**config.mk**
```make
export PLATFORM = sky130hd
export DESIGN_NAME = ucsd_top
export DESIGN_NICKNAME = d
export VERILOG_FILES = /design/src/rtl/ucsd_pkg.sv /design/src/rtl/ucsd_seq_fsm.sv /design/src/rtl/ucsd_mode_ctrl.sv /design/src/rtl/ucsd_id_rom.sv /design/src/rtl/ucsd_top.sv
export SDC_FILE = /design/constraint.sdc
export NUM_CORES = 1
export LEC_CHECK = 0
export BUFFER_PORTS_ARGS = -buffer_cell sky130_fd_sc_hd__buf_2
export CAP_MARGIN = 20
export CORE_ASPECT_RATIO = 0.7
export CORE_UTILIZATION = 50
export DETAILED_ROUTE_END_ITERATION = 16
export HOLD_SLACK_MARGIN = 0.06
export PLACE_DENSITY = 0.8
export RECOVER_POWER = 25
export SYNTH_ARGS = -nofsm -noshare
export SYNTH_HDL_FRONTEND = slang
export SYNTH_SLANG_ARGS = --single-unit
```
**constraint.sdc**
```tcl
create_clock -name clk -period 2.4 [get_ports clk]
set_input_delay 0.12 -clock clk [delete_from_list [all_inputs] [get_ports clk]]
set_output_delay 0.12 -clock clk [all_outputs]
set_load 0.02 [all_outputs]
```
**src/rtl/ucsd_pkg.sv**
```systemverilog
package ucsd_pkg;
  localparam int KEY_W = 15;
  localparam logic [KEY_W-1:0] KEY_ADDR_A = 15'h5555;
  localparam logic [KEY_W-1:0] KEY_ADDR_B = 15'h2AAA;
  localparam logic [7:0] KEY_BYTE_A = 8'hAA;
  localparam logic [7:0] KEY_BYTE_B = 8'h55;
  localparam logic [7:0] OP_ARM     = 8'hA0;
  localparam logic [7:0] OP_IDON    = 8'h90;
  localparam logic [7:0] OP_IDOFF   = 8'hF0;
  localparam logic [7:0] OP_LONG    = 8'h80;
  localparam logic [7:0] OP_ERASE   = 8'h10;
  localparam logic [7:0] OP_UNPROT  = 8'h20;
  localparam logic [7:0] OP_IDON2   = 8'h60;

  typedef enum logic [2:0] {
    SQ_IDLE, SQ_P1, SQ_P2, SQ_X3, SQ_X4, SQ_X5
  } seq_t;

  typedef enum logic [2:0] {
    CMD_NONE, CMD_ARM, CMD_UNPROT, CMD_ERASE, CMD_IDON, CMD_IDOFF, CMD_PLAIN
  } cmd_t;
endpackage

```
**src/rtl/ucsd_seq_fsm.sv**
```systemverilog
module ucsd_seq_fsm
  import ucsd_pkg::*;
#(
  parameter int DATA_W = 8
) (
  input  logic              clk,
  input  logic              rst,
  input  logic              stb,
  input  logic [KEY_W-1:0]  addr,
  input  logic [DATA_W-1:0] data,
  output cmd_t              cmd
);
  seq_t state, nxt;
  logic hit_a, hit_b, at_a, miss;

  always_comb begin
    hit_a = (addr == KEY_ADDR_A) && (data == KEY_BYTE_A);
    hit_b = (addr == KEY_ADDR_B) && (data == KEY_BYTE_B);
    at_a  = (addr == KEY_ADDR_A);
    nxt   = state;
    cmd   = CMD_NONE;
    miss  = 1'b0;
    if (stb) begin
      case (state)
        SQ_P1: if (hit_b) nxt = SQ_P2; else miss = 1'b1;
        SQ_P2: begin
          nxt = SQ_IDLE;
          if (at_a && data == OP_ARM)        cmd = CMD_ARM;
          else if (at_a && data == OP_IDON)  cmd = CMD_IDON;
          else if (at_a && data == OP_IDOFF) cmd = CMD_IDOFF;
          else if (at_a && data == OP_LONG)  nxt = SQ_X3;
          else miss = 1'b1;
        end
        SQ_X3: if (hit_a) nxt = SQ_X4; else miss = 1'b1;
        SQ_X4: if (hit_b) nxt = SQ_X5; else miss = 1'b1;
        SQ_X5: begin
          nxt = SQ_IDLE;
          if (at_a && data == OP_ERASE)       cmd = CMD_ERASE;
          else if (at_a && data == OP_UNPROT) cmd = CMD_UNPROT;
          else if (at_a && data == OP_IDON2)  cmd = CMD_IDON;
          else miss = 1'b1;
        end
        default: miss = 1'b1;
      endcase
      if (miss) begin
        nxt = hit_a ? SQ_P1 : SQ_IDLE;
        cmd = hit_a ? CMD_NONE : CMD_PLAIN;
      end
    end
  end

  always_ff @(posedge clk) begin
    if (rst) state <= SQ_IDLE;
    else     state <= nxt;
  end
endmodule

```
**src/rtl/ucsd_mode_ctrl.sv**
```systemverilog
module ucsd_mode_ctrl
  import ucsd_pkg::*;
#(
  parameter int LOAD_TIMEOUT = 32
) (
  input  logic clk,
  input  logic rst,
  input  logic stb,
  input  cmd_t cmd,
  output logic protect_q,
  output logic armed_q,
  output logic idmode_q
);
  localparam int CNT_W = $clog2(LOAD_TIMEOUT + 1);
  localparam logic [CNT_W-1:0] CNT_LAST = CNT_W'(LOAD_TIMEOUT - 1);
  logic [CNT_W-1:0] gap_cnt;

  always_ff @(posedge clk) begin
    if (rst) begin
      protect_q <= 1'b0;
      armed_q   <= 1'b0;
      idmode_q  <= 1'b0;
      gap_cnt   <= '0;
    end else begin
      if (!armed_q || stb)          gap_cnt <= '0;
      else if (gap_cnt == CNT_LAST) armed_q <= 1'b0;
      else                          gap_cnt <= gap_cnt + 1'b1;
      if (stb) begin
        case (cmd)
          CMD_ARM:    begin protect_q <= 1'b1; armed_q <= 1'b1; end
          CMD_UNPROT: begin protect_q <= 1'b0; armed_q <= 1'b0; end
          CMD_IDON:   idmode_q <= 1'b1;
          CMD_IDOFF:  idmode_q <= 1'b0;
          default: ;
        endcase
      end
    end
  end
endmodule

```
**src/rtl/ucsd_id_rom.sv**
```systemverilog
module ucsd_id_rom
  import ucsd_pkg::*;
#(
  parameter logic [7:0] MAKER_ID = 8'hBF,
  parameter logic [7:0] PART_ID  = 8'h07
) (
  input  logic             clk,
  input  logic             rst,
  input  logic             idmode,
  input  logic [KEY_W-1:0] rd_addr,
  output logic             id_hit,
  output logic [7:0]       id_data
);
  logic sel;
  assign sel = idmode && (rd_addr[KEY_W-1:1] == '0);

  always_ff @(posedge clk) begin
    if (rst) begin
      id_hit  <= 1'b0;
      id_data <= 8'h00;
    end else begin
      id_hit  <= sel;
      id_data <= sel ? (rd_addr[0] ? PART_ID : MAKER_ID) : 8'h00;
    end
  end
endmodule

```
**src/rtl/ucsd_top.sv**
```systemverilog
module ucsd_top
  import ucsd_pkg::*;
#(
  parameter int ADDR_W       = 17,
  parameter int DATA_W       = 8,
  parameter int LOAD_TIMEOUT = 32
) (
  input  logic              clk,
  input  logic              rst,
  input  logic              wr_stb,
  input  logic [ADDR_W-1:0] wr_addr,
  input  logic [DATA_W-1:0] wr_data,
  input  logic [KEY_W-1:0]  rd_addr,
  output logic              arm_pulse,
  output logic              unprot_pulse,
  output logic              erase_pulse,
  output logic              id_on_pulse,
  output logic              id_off_pulse,
  output logic              reject_pulse,
  output logic              pass_pulse,
  output logic [ADDR_W-1:0] pass_addr,
  output logic [DATA_W-1:0] pass_data,
  output logic              protect_on,
  output logic              id_mode,
  output logic              id_hit,
  output logic [7:0]        id_data
);
  cmd_t cmd;
  logic armed, plain, blocked;

  ucsd_seq_fsm #(.DATA_W(DATA_W)) u_fsm (
    .clk(clk), .rst(rst), .stb(wr_stb),
    .addr(wr_addr[KEY_W-1:0]), .data(wr_data), .cmd(cmd)
  );

  ucsd_mode_ctrl #(.LOAD_TIMEOUT(LOAD_TIMEOUT)) u_mode (
    .clk(clk), .rst(rst), .stb(wr_stb), .cmd(cmd),
    .protect_q(protect_on), .armed_q(armed), .idmode_q(id_mode)
  );

  ucsd_id_rom u_id (
    .clk(clk), .rst(rst), .idmode(id_mode), .rd_addr(rd_addr),
    .id_hit(id_hit), .id_data(id_data)
  );

  assign plain   = wr_stb && (cmd == CMD_PLAIN);
  assign blocked = protect_on && !armed;

  always_ff @(posedge clk) begin
    if (rst) begin
      arm_pulse    <= 1'b0;
      unprot_pulse <= 1'b0;
      erase_pulse  <= 1'b0;
      id_on_pulse  <= 1'b0;
      id_off_pulse <= 1'b0;
      reject_pulse <= 1'b0;
      pass_pulse   <= 1'b0;
      pass_addr    <= '0;
      pass_data    <= '0;
    end else begin
      arm_pulse    <= wr_stb && cmd == CMD_ARM;
      unprot_pulse <= wr_stb && cmd == CMD_UNPROT;
      erase_pulse  <= wr_stb && cmd == CMD_ERASE;
      id_on_pulse  <= wr_stb && cmd == CMD_IDON;
      id_off_pulse <= wr_stb && cmd == CMD_IDOFF;
      reject_pulse <= plain && blocked;
      pass_pulse   <= plain && !blocked;
      if (plain && !blocked) begin
        pass_addr <= wr_addr;
        pass_data <= wr_data;
      end
    end
  end
endmodule

```
After elaboration in Yosys (flattened, before gate mapping)
Cells that the tools add are included.
Operators by class
  add/subtract/negate cells: 1
  equal/unequal tests: 26
  muxes and demuxes: 38
  bitwise gates (word level): 1
  reduce and logical (&&, ||, !) cells: 32
Operator list (count)
  $mux 3: 16
  $eq 8x8->1 const B: 5
  $logic_and 1x1->1: 19
  $eq 8x7->1 const B: 2
  $eq 15x14->1 const B: 1
  $eq 15x15->1 const B: 1
  $eq 3x3->1 const B: 5
  $pmux 3 s5: 1
  $logic_not 14->1: 1
  $mux 1: 14
  $eq 3x2->1 const B: 4
  $ne 3x1->1 const B: 3
  $eq 8x5->1 const B: 1
  $eq 8x6->1 const B: 1
  $mux 8: 1
  $add 6x1->6 const B: 1
  $eq 3x1->1 const B: 2
  $eq 6x5->1 const B: 1
  $pmux 1 s2: 3
  $pmux 3 s2: 1
  $reduce_bool 6->1: 1
  $reduce_or 2->1: 3
  $reduce_and 5->1: 1
  $pmux 1 s4: 1
  6 further kinds: 9
Storage, ports and cells
  flip-flop bits (word level): 53
  bits of input ports: 43
  word-level logic and storage cells: 114

Longest topological paths before layout
  word-level depth: 13
  depth in mapped cells: 9
  gate-level depth less buffers: 7

By module
A second synthesis with hierarchy kept.
Unflattened totals
  cells, all modules: 285
  area, all modules: 2637.5 um^2
Modules (own cells, without submodules)
  ucsd_top: times used 1, cells an instance 130, area each 1348.8 um^2
  ucsd_seq_fsm: times used 1, cells an instance 87, area each 689.4 um^2
  ucsd_mode_ctrl: times used 1, cells an instance 51, area each 431.7 um^2
  ucsd_id_rom: times used 1, cells an instance 17, area each 167.7 um^2

Least setup slack after synthesis
OpenSTA, ideal clock, no wires.
  path type: reg2reg
  from: register u_fsm.state[2]
  to: register pass_addr[0]
  setup time: 0.072 ns
  arrival time: 1.895 ns
  setup slack: 0.434 ns
  cell stages (with the launch flop): 9
  path buffers: 2
  path through: dfxtp_1 -> clkbuf_1 -> nor2b_1 -> o41ai_2 -> o22ai_1 -> and4b_2 -> nor3_4 -> buf_6 -> mux2i_1
Between the ends
  longest elaborated chain between the ends: 9
  elaborated cells between the ends (all ways): 14
  classes of those cells: eq/ne: 6; mux: 5; reduce/logical: 3
Ends and longest elaborated chain
  start, declared: line ucsd_seq_fsm.sv:13  | seq_t state, nxt;
  start signal, assigned: line ucsd_seq_fsm.sv:54  | else state <= nxt;
  $eq 3x1->1 or $eq 3x3->1 (tied branches): line ucsd_seq_fsm.sv:24  | case (state)
  $reduce_or 2->1 (no source line)
  $pmux 1 s4: line ucsd_seq_fsm.sv:24
  $mux 1: line ucsd_seq_fsm.sv:23  | if (stb) begin
  $mux 3 (*): line ucsd_seq_fsm.sv:45  | if (miss) begin
  $mux 3 (*): line ucsd_seq_fsm.sv:23
  $eq 3x3->1 (*): line ucsd_top.sv:46  | assign plain = wr_stb && (cmd == CMD_PLAIN);
  $logic_and 1x1->1 (*): line ucsd_top.sv:46
  $logic_and 1x1->1 (*): line ucsd_top.sv:68  | if (plain && !blocked) begin
  end signal, assigned: line ucsd_top.sv:69  | pass_addr <= wr_addr;
  end, declared: line ucsd_top.sv:21  | output logic [ADDR_W-1:0] pass_addr,
Mark *: on every way between the ends. The rest lies on a longest branch, timed or not. The select of a mux whose other input is x is not followed.
A chain may end at the register's enable or synchronous reset.

Final worst setup path
  from: register u_fsm.state[2]
  to: register u_mode.protect_q
Between the ends
  longest elaborated chain between the ends: 9
  elaborated cells between the ends (all ways): 16
  classes of those cells: eq/ne: 7; mux: 6; reduce/logical: 3
Ends and longest elaborated chain
  $eq 3x1->1 or $eq 3x3->1 (tied branches): line ucsd_seq_fsm.sv:24
  $reduce_or 2->1 (no source line)
  $pmux 1 s4: line ucsd_seq_fsm.sv:24
  $mux 1: line ucsd_seq_fsm.sv:23
  $mux 3 (*): line ucsd_seq_fsm.sv:45
  $mux 3 (*): line ucsd_seq_fsm.sv:23
  $eq 3x1->1 or $eq 3x2->1 (tied branches): line ucsd_mode_ctrl.sv:29  | case (cmd)
  $reduce_bool 2->1 (no source line)
  $reduce_and 2->1 (no source line)
  end signal, assigned: line ucsd_mode_ctrl.sv:20  | protect_q <= 1'b0;
  end signal, assigned: line ucsd_mode_ctrl.sv:30  | CMD_ARM: begin protect_q <= 1'b1; armed_q <= 1'b1; end
  end signal, assigned: line ucsd_mode_ctrl.sv:31  | CMD_UNPROT: begin protect_q <= 1'b0; armed_q <= 1'b0; end
  end, declared: line ucsd_mode_ctrl.sv:10  | output logic protect_q,
Marks and branches as above.

==> results.cfg <==
[worst_hold_path]
hold_end = pass_addr[16]$_SDFFE_PP0P_
hp-class = primary input to flip-flop
whs_path_depth = 3
hold_start = wr_addr[16]

[drt]
drc = 0
drtIter0Drc = 86
viasPerCell = 5.21
drt-total-wl_um = 5230
dr.pass1.iters = 4
routedWlPerCell_um = 13.3
ant_nets = 0
vias = 2047

[logic_synthesis]
async_flop_share = 0
synth-seq-cells = 47
yosys_warnings = 0
synth_edf_count = 0
netlist_area_um2 = 2440
yosys.area.top_type = dfxtp_1
synth_area_leaders = dfxtp_1 39%, nand2b_1 14%, mux2i_1 11%
ys_top_cells_by_count = 56 x nand2b_1, 47 x dfxtp_1, 27 x mux2i_1, 17 x nor2_1, 11 x clkbuf_1
synthesis.instances = 266
synth_area_per_cell_um2 = 9.17
ys_seq_area_frac = 0.386
ys.flop_type = dfxtp_1
synth_nets = 310
synth_cell_types = 48
synth_most_common_cell = nand2b_1
netlist.area_leader.share = 0.386

[timing]
rsz0062_at_grt = no
drv_slew = 0
worst_pin_slew_ns = 0.778
post-route-period-util = 0.838
fin_skew_ns = 0.00536
setup_viol = 0
min_period_ns = 2.01
setup_slack_ns = 0.389
hold_viol_final = 0
maxSlewHeadroom = 0.482
setup-tns-final_ns = 0
timing.fmax_mhz = 497

[setup_path]
cp.arrival_ns = 2.23
r2r_start = u_fsm.state[2]$_SDFFE_PP0P_
path_cells = nor4bb_1 > nor3b_1 > o21ai_0 > a21oi_1 > nor2_1 > o21ai_0
r2r-end = u_mode.protect_q$_SDFFE_PP0P_
end_kind = flip-flop
r2r_cells = 6
start_kind = flip-flop
ff2ff_setup_slack_ns = 0.39
cp_max_fo = 9
critPathKind = flip-flop to flip-flop
path_buf_inv = 0
cp.depth = 6
required_ns = 2.62
cpMostUsedCell = o21ai_0
slowest_delay_ns = 0.58
cp_top_family = simple AND/OR/NAND/NOR gates
slowest_stage = nor4bb_1

[cts]
cts_setup_buffers = 0
holdBufCountCts = 1
cts.path.max_buffers = 2
cts_max_level = 2
cts_resized = 0
cts.clk_slew.worst_paths_ns = 0.08
cts.sinks = 47
clk_latency_ns = 0.29
numCtsBuffers = 5
cts_root_buffer = clkbuf_8
cts_tree = yes

[placement]
place.gp.congestion = 0.795
placed_area_um2 = 2830
place_ws_ns = 0.178
hpwl_um = 3750
portBuffers = 84

[power_and_ir_drop]
peakVddDrop_v = 0.000292
switchingPower_mw = 0.380
p_sw_frac = 0.252
power_leakage_nw = 1.23
power.clock.fraction = 0.313
p_int_mw = 1.13
pwr-share-comb = 0.143
power_density_nw_per_um2 = 519
seq_power_share = 0.544

[floorplanning]
start_util = 0.542
die_w_um = 85.5
io_pins = 86
die_h_um = 60.4
dieArea_um2 = 5170
rows = 20
core_region_area_um2 = 4500

[global_route]
grt_usage = 0.213
antenna_found_initial = 0
overflow = 0
grt_first_pass_wirelength_um = 8540
grt_pass1_vias = 1832
grt_max_degree = 63

[job]
max-cap-violations = 0

[cells_and_area]
final_nets = 382
area_delta_synth_final_pct = 19.0
drive_gt1_frac = 0.228
final_area_um2 = 2900
antenna_cells = 0

[status]
status = complete, no violations
layout make-up:
cell class | count | area [µm²]
Multi-Input combinational cell | 196 | 1370
Inverter | 1 | 3.75
Timing Repair Buffer | 87 | 430
Sequential cell | 47 | 941
Clock inverter | 1 | 5.00
Tap cell | 55 | 68.8
Fill cell | 398 | 1600
Clock buffer | 6 | 82.6
cells by family (layout without fill, tap and decap cells):
family | count (synthesis) | in the layout | synth area share
AO/OA/AOI/OAI | 23 | 23 | 0.0590
XOR/XNOR | 4 | 4 | 0.0144
adder cells (fa/ha/maj) | 1 | 1 | 0.00513
buffers and inverters | 23 | 95 | 0.0523
flip-flops | 47 | 47 | 0.386
multiplexers | 27 | 27 | 0.111
other | 1 | 1 | 0.00154
AND/OR/NAND/NOR | 140 | 140 | 0.371
power groups by stage:
| stage | Sequential (mW) | Combinational (mW) | Clock, mW |
|---|---|---|---|
| 2_1_floorplan | 0.870 | 0.102 | 0 |
| 3_3_place_gp | 0.837 | 0.214 | 0 |
| 5_1_grt | 0.823 | 0.233 | 0.523 |
| 3_5_place_dp | 0.837 | 0.218 | 0 |
| 6_report | 0.819 | 0.215 | 0.471 |
| 4_1_cts | 0.819 | 0.220 | 0.488 |
per-layer routing:
metal / global-route usage / share of wire / vias to the layer above
li1: - / - / 1065
met1: 0.289 / 0.50 / 931
met2: 0.343 / 0.45 / 49
met3: 0.0531 / 0.045 / 2
met4: 0.0643 / 0.0065 / 0
met5: 0 / 0 / -
how the worst max path moves through the flow:
stage	endpoint	slack (ns)	from
6_report	u_mode.protect_q$_SDFFE_PP0P_	0.39	u_fsm.state[2]$_SDFFE_PP0P_
5_1_grt	u_mode.armed_q$_SDFF_PP0_	0.11	u_fsm.state[2]$_SDFFE_PP0P_
3_5_place_dp	pass_addr[2]$_SDFFE_PP0P_	0.18	wr_addr[7]
2_1_floorplan	pass_addr[0]$_SDFFE_PP0P_	0.43	u_fsm.state[2]$_SDFFE_PP0P_
3_3_place_gp	pass_addr[8]$_SDFFE_PP0P_	0.26	wr_addr[7]
4_1_cts	u_mode.protect_q$_SDFFE_PP0P_	0.44	u_fsm.state[0]$_SDFFE_PP0P_
layout by cell type (no fill, tap or decap), drive strengths merged, types with 4 or more instances in the layout:
cell type and count:
nor3b 5, nor2 17, a21oi 7, mux2i 27, nand3 7, nand2 7
nand2b 56, buf 64, nor4 6, clkbuf 28, dfxtp 47, o21ai 8
nor3 8, nor4b 4, nor2b 5
registers in the layout, indices dropped and copies added, names as in the netlist:
name,cells
arm_pulse,1
erase_pulse,1
id_off_pulse,1
id_on_pulse,1
pass_addr,17
pass_data,8
pass_pulse,1
reject_pulse,1
u_fsm.state,3
u_id.id_data,2
u_id.id_hit,1
u_mode.armed_q,1
u_mode.gap_cnt,6
u_mode.idmode_q,1
u_mode.protect_q,1
unprot_pulse,1
per-stage QoR:
stage | power, mW | util | hold WS, ns | std cells
after floorplan | 0.972 | - | 0.192 | 266
after global placement | 1.05 | 0.629 | 0.277 | 385
after detailed placement | 1.06 | 0.629 | 0.294 | 385
after CTS | 1.53 | 0.651 | 0.0684 | 393
after global routing | 1.58 | 0.644 | 0.0769 | 393
final | 1.51 | 0.644 | 0.0822 | 393
worst min-delay path, cell delays in order:
cell and delay, ns:
buf_2 0.10, nand2b_1 0.06, mux2i_1 0.06
Power figures use the tool's default switching activity.
